## config.mk

```make
export PLATFORM = sky130hd
export DESIGN_NAME = poison_tracker
export DESIGN_NICKNAME = d
export VERILOG_FILES = /design/src/rtl/pt_pkg.sv /design/src/rtl/pt_src_check.sv /design/src/rtl/pt_inv_file.sv /design/src/rtl/pt_retire.sv /design/src/rtl/poison_tracker.sv
export SDC_FILE = /design/constraint.sdc
export NUM_CORES = 1
export LEC_CHECK = 0
export BUFFER_PORTS_ARGS = -buffer_cell sky130_fd_sc_hd__buf_2
export CORE_MARGIN = 3
export CORE_UTILIZATION = 45
export CTS_CLUSTER_SIZE = 10
export DETAILED_ROUTE_END_ITERATION = 12
export GPL_TIMING_DRIVEN = 0
export HOLD_SLACK_MARGIN = 0.03
export PLACE_DENSITY = 0.74
export RECOVER_POWER = 25
export SLEW_MARGIN = 20
export SYNTH_ARGS = -nofsm -noshare
export SYNTH_HDL_FRONTEND = slang
export SYNTH_SLANG_ARGS = --single-unit
```

## constraint.sdc

```tcl
create_clock -name clk -period 3 [get_ports clk]
set_clock_uncertainty 0.15 [all_clocks]
set_input_delay 0.6 -clock clk [delete_from_list [all_inputs] [get_ports clk]]
set_output_delay 0.6 -clock clk [all_outputs]
set_load 0.01 [all_outputs]
```

## src/rtl/pt_pkg.sv

```systemverilog
package pt_pkg;
  typedef enum logic [1:0] {
    K_ALU   = 2'd0,
    K_CONST = 2'd1,
    K_BR    = 2'd2,
    K_NOP   = 2'd3
  } uop_kind_e;
endpackage

```

## src/rtl/pt_src_check.sv

```systemverilog
module pt_src_check
  import pt_pkg::*;
#(
  parameter int NREG = 8,
  localparam int RIDX = $clog2(NREG)
) (
  input  logic [NREG-1:0] inv_vec,
  input  logic            ra_mode,
  input  logic [1:0]      kind,
  input  logic            use_a,
  input  logic            use_b,
  input  logic [RIDX-1:0] src_a,
  input  logic [RIDX-1:0] src_b,
  input  logic            trig,
  output logic            src_inv,
  output logic            writes,
  output logic            is_br,
  output logic            trig_eff
);
  uop_kind_e k;
  logic      reads;

  always_comb begin
    k        = uop_kind_e'(kind);
    reads    = (k == K_ALU) || (k == K_BR);
    writes   = (k == K_ALU) || (k == K_CONST);
    is_br    = (k == K_BR);
    src_inv  = ra_mode && reads &&
               ((use_a && inv_vec[src_a]) || (use_b && inv_vec[src_b]));
    trig_eff = ra_mode && trig && (k == K_ALU);
  end
endmodule

```

## src/rtl/pt_inv_file.sv

```systemverilog
module pt_inv_file #(
  parameter int NREG = 8,
  localparam int RIDX = $clog2(NREG)
) (
  input  logic            clk,
  input  logic            rst_n,
  input  logic            ra_mode,
  input  logic            wr_en,
  input  logic [RIDX-1:0] wr_dst,
  input  logic            wr_inv,
  output logic [NREG-1:0] inv_q
);
  logic [NREG-1:0] inv_d;
  logic [NREG-1:0] inv_en;

  for (genvar g = 0; g < NREG; g++) begin : g_bit
    always_comb begin
      inv_en[g] = !ra_mode || (wr_en && (wr_dst == RIDX'(g)));
      inv_d[g]  = ra_mode ? wr_inv : 1'b0;
    end

    always_ff @(posedge clk or negedge rst_n) begin
      if (!rst_n)         inv_q[g] <= 1'b0;
      else if (inv_en[g]) inv_q[g] <= inv_d[g];
    end
  end

  a_r9_clear_outside: assert property (@(posedge clk) disable iff (!rst_n)
    !ra_mode |=> (inv_q == '0));
  a_r3_poison_written: assert property (@(posedge clk) disable iff (!rst_n)
    (ra_mode && wr_en && wr_inv) |=> inv_q[$past(wr_dst)]);
  a_r8_clean_written: assert property (@(posedge clk) disable iff (!rst_n)
    (ra_mode && wr_en && !wr_inv) |=> !inv_q[$past(wr_dst)]);
  a_r8_no_write_hold: assert property (@(posedge clk) disable iff (!rst_n)
    (ra_mode && !wr_en) |=> $stable(inv_q));
endmodule

```

## src/rtl/pt_retire.sv

```systemverilog
module pt_retire (
  input  logic clk,
  input  logic rst_n,
  input  logic ra_mode,
  input  logic valid,
  input  logic is_br,
  input  logic src_inv,
  input  logic trig_eff,
  input  logic pred,
  input  logic actual,
  output logic retire_q,
  output logic skip_q,
  output logic flush_q
);
  logic retire_d, skip_d, flush_d;

  always_comb begin
    retire_d = valid;
    skip_d   = valid && ra_mode && (src_inv || trig_eff);
    flush_d  = valid && is_br && !src_inv && (pred != actual);
  end

  always_ff @(posedge clk or negedge rst_n) begin
    if (!rst_n) begin
      retire_q <= 1'b0;
      skip_q   <= 1'b0;
      flush_q  <= 1'b0;
    end else begin
      retire_q <= retire_d;
      skip_q   <= skip_d;
      flush_q  <= flush_d;
    end
  end

  a_r5_retire_follows: assert property (@(posedge clk) disable iff (!rst_n)
    valid |=> retire_q);
  a_r5_no_idle_retire: assert property (@(posedge clk) disable iff (!rst_n)
    !valid |=> !retire_q);
  a_r6_poison_br_no_flush: assert property (@(posedge clk) disable iff (!rst_n)
    (valid && is_br && src_inv) |=> !flush_q);
  a_r4_skip_needs_runahead: assert property (@(posedge clk) disable iff (!rst_n)
    !ra_mode |=> !skip_q);
  a_r7_flush_only_branch: assert property (@(posedge clk) disable iff (!rst_n)
    !(valid && is_br) |=> !flush_q);
endmodule

```

## src/rtl/poison_tracker.sv

```systemverilog
module poison_tracker #(
  parameter int NREG = 8,
  localparam int RIDX = $clog2(NREG)
) (
  input  logic            clk,
  input  logic            rst_n,
  input  logic            ra_mode,
  input  logic            uop_valid,
  input  logic [1:0]      uop_kind,
  input  logic            use_a,
  input  logic            use_b,
  input  logic [RIDX-1:0] src_a,
  input  logic [RIDX-1:0] src_b,
  input  logic [RIDX-1:0] dst,
  input  logic            trig_load,
  input  logic            br_pred,
  input  logic            br_actual,
  output logic [NREG-1:0] inv_bits,
  output logic            retire,
  output logic            skip_exec,
  output logic            flush_req
);
  logic src_inv, writes, is_br, trig_eff;

  pt_src_check #(.NREG(NREG)) u_src (
    .inv_vec (inv_bits),
    .ra_mode (ra_mode),
    .kind    (uop_kind),
    .use_a   (use_a),
    .use_b   (use_b),
    .src_a   (src_a),
    .src_b   (src_b),
    .trig    (trig_load),
    .src_inv (src_inv),
    .writes  (writes),
    .is_br   (is_br),
    .trig_eff(trig_eff)
  );

  pt_inv_file #(.NREG(NREG)) u_inv (
    .clk   (clk),
    .rst_n (rst_n),
    .ra_mode(ra_mode),
    .wr_en (uop_valid && writes),
    .wr_dst(dst),
    .wr_inv(src_inv || trig_eff),
    .inv_q (inv_bits)
  );

  pt_retire u_ret (
    .clk     (clk),
    .rst_n   (rst_n),
    .ra_mode (ra_mode),
    .valid   (uop_valid),
    .is_br   (is_br),
    .src_inv (src_inv),
    .trig_eff(trig_eff),
    .pred    (br_pred),
    .actual  (br_actual),
    .retire_q(retire),
    .skip_q  (skip_exec),
    .flush_q (flush_req)
  );

  a_r2_trigger_poisons: assert property (@(posedge clk) disable iff (!rst_n)
    (uop_valid && ra_mode && trig_load && uop_kind == 2'd0) |=> (skip_exec && inv_bits[$past(dst)]));
endmodule

```

==> impl_metrics.py <==
metrics = {
    "routing": {
        "viasPerCell": 5.92,
        "drc": 0,
        "vias": 663,
        "firstDrtPassIters": 4,
        "post_drt_wl_per_cell_um": 14.2,
        "routed_wirelength_um": 1590,
        "drt_iter0_markers": 13,
        "ant_nets": 0,
    },
    "sta": {
        "finalSetupViolCount": 0,
        "period_minus_slack_ns": 1.81,
        "finalHoldViolations": 0,
        "slew_headroom_pct": 62.3,
        "period_share_pct": 60.2,
        "slew_viol_final": 0,
        "fmax_mhz": 554,
        "max_slew.worst_pin.slew_ns": 0.565,
        "grt_setup_unrepaired": "no",
        "worst_hold_slack_ns": 0.141,
        "setup-tns-final_ns": 0,
    },
    "synth": {
        "synth_compound_gate_area_share_pct": 25.6,
        "yosys.area_share.simple_pct": 19.1,
        "syn_inst": 63,
        "syn_area_um2": 681,
        "yosysWarnings": 0,
        "yosysSeqAreaShare_pct": 40.4,
        "synth_area_per_cell_um2": 10.8,
        "synth_top_family_by_area": "compound AO/OA/AOI/OAI gates",
        "synth_fa_ha_area_share_pct": 0,
        "synth_mux_area_share_pct": 12.5,
        "synth_xor_area_share_pct": 1.29,
        "ys_types": 22,
        "ys_ff_latch": 11,
        "synth_nets": 83,
    },
    "worst_hold_path": {
        "hold_path.class": "input pin to asynchronous set/reset pin",
    },
    "clocking": {
        "root_buffer": "clkbuf_4",
        "clkLatencyLatePin_ns": 0.27,
        "clk_path_buf_depth": 2,
        "clk_pin_slew_ns": 0.07,
        "cts.sinks": 11,
        "ctsHoldBuffers": 0,
        "cts_buffers": 3,
        "cts_tree": "done",
        "cts_setup_buffers": 0,
        "cts_max_level": 1,
        "cts_resized": 0,
    },
    "floorplanning": {
        "die_w_um": 44.9,
        "core.rowCount": 13,
        "ios": 31,
        "start_util_pct": 49.8,
        "die-area_um2": 2020,
        "dieHeight_um": 44.9,
        "coreArea_um2": 1370,
    },
    "grt": {
        "grt_antenna_before_repair": 0,
        "grt_usage_pct": 17.8,
        "grt_pass1_vias": 598,
        "grt.overflow.total": 0,
        "grt_pass1_wl_um": 2530,
        "grt_max_degree": 12,
    },
    "critical_path": {
        "cp-start-kind": "input pin",
        "reg2regPathDepth": 3,
        "crit_type": "input pin to flip-flop",
        "cp-end-kind": "flip-flop",
        "crit_start": "src_b[0]",
        "cp_data_arrival_time_ns": 1.78,
        "cp_max_fo": 10,
        "rr_startpoint": "u_inv.inv_q[3]",
        "critPathRequiredTime_ns": 2.97,
    },
    "flow_run": {
        "cap_viol_max_count": 0,
    },
    "layout": {
        "mostFrequentLayoutCell": "buf_2",
        "nets": 118,
        "final_cell_mix": "buf_2 (29), dfrtp_1 (11), nor2_1 (8), a41oi_1 (8), o21ai_0 (6)",
        "synthToLayoutAreaGrowth_pct": 28.5,
        "diodes": 0,
        "drive_gt1_share_pct": 38.1,
        "fillers": 123,
    },
    "power": {
        "p_per_area_nw_per_um2": 431,
        "ir_drop_mv": 0.228,
        "leakage_nw": 0.397,
    },
    "placed_design": {
        "io_buffers": 30,
        "place_congestion": 0.769,
    },
    "status": {
        "outcome": "finished clean",
    },
}
## per-layer routing
layer | up-vias | part of all wire (%) | track usage [%]
li1 | 321 | - | -
met1 | 310 | 43 | 21.7
met2 | 27 | 47 | 28.7
met3 | 5 | 6.0 | 1.59
met4 | 0 | 3.3 | 14.0
met5 | - | 0 | 0
## logic make-up (layout without fill, tap and decap cells)
logic type | Yosys count | in the layout
DFF | 11 | 11
AOI/OAI and AO/OA | 19 | 19
buffers and inverters | 2 | 36
and+or+nand+nor | 24 | 24
xor gates and xnor gates | 1 | 1
muxes | 6 | 6
## registers in the layout, summed over array words and instances, names as in the netlist
register and count:
u_ret.retire_q 1, u_inv.inv_q 8, u_ret.flush_q 1, u_ret.skip_q 1
## where the power goes
group	internal, mW	total [mW]	switching [mW]
registers	0.163	0.177	0.0141
clock network	0.0515	0.0998	0.0483
logic	0.0477	0.0996	0.0519
## worst max-delay path, stage by stage
cell and delay (ns):
buf_2 0.13, mux4_2 0.53, o2111ai_4 0.33, a41oi_1 0.18
## cell type report
class	count	area (um2)	share of cell area, %
Multi-Input combinational cell	50	398	45.5
Sequential cell	11	275	31.5
Timing Repair Buffer	30	149	17.0
Clock buffer	4	26.3	3.00
Tap cell	15	18.8	2.15
Inverter	2	7.51	0.858
## stage by stage
stage | power (mW) | instances | util (%) | worst slack, ns | cell area (um2)
finish | 0.377 | 112 | 64.0 | 1.19 | 875
global route | 0.400 | 112 | 64.0 | 1.13 | 875
CTS | 0.381 | 112 | 64.1 | 1.18 | 876
detailed placement | 0.281 | 108 | 62.2 | 0.899 | 850
global placement | 0.277 | 108 | 62.2 | 0.927 | 850
floorplan | 0.233 | 63 | - | 1.18 | 681
## synthesized netlist by cell type
| library cell | instances | area (um2) |
|---|---|---|
| o2111ai_4 | 2 | 52.6 |
| and3b_1 | 1 | 8.76 |
| nor2_1 | 8 | 30.0 |
| dfrtp_1 | 11 | 275 |
| o21ai_0 | 6 | 30.0 |
| nand2b_1 | 2 | 12.5 |
| nand3b_1 | 3 | 22.5 |
| xnor2_1 | 1 | 8.76 |
| or3b_2 | 1 | 8.76 |
| a41oi_1 | 8 | 70.1 |
| nor3_1 | 1 | 5.00 |
| mux4_2 | 2 | 45.0 |
| nor2b_1 | 1 | 6.26 |
| mux2i_1 | 4 | 40.0 |
| a31oi_1 | 1 | 6.26 |
| clkinv_1 | 1 | 3.75 |
| and3_1 | 1 | 6.26 |
| o31ai_1 | 2 | 15.0 |
| nand3_1 | 2 | 10.0 |
| inv_1 | 1 | 3.75 |
| and2_1 | 2 | 12.5 |
| nand2_1 | 2 | 7.51 |
## worst paths after layout
kind                                   to  slack, ns
setup / recovery           u_inv.inv_q[2]       1.19
hold / removal             u_inv.inv_q[4]       0.14
setup reg to reg           u_inv.inv_q[2]       1.26
hold reg to reg            u_inv.inv_q[5]       0.45
max in group asynchronous  u_inv.inv_q[0]       2.19
min in group clk           u_ret.retire_q       0.34
(Power assumes the default switching activity.)
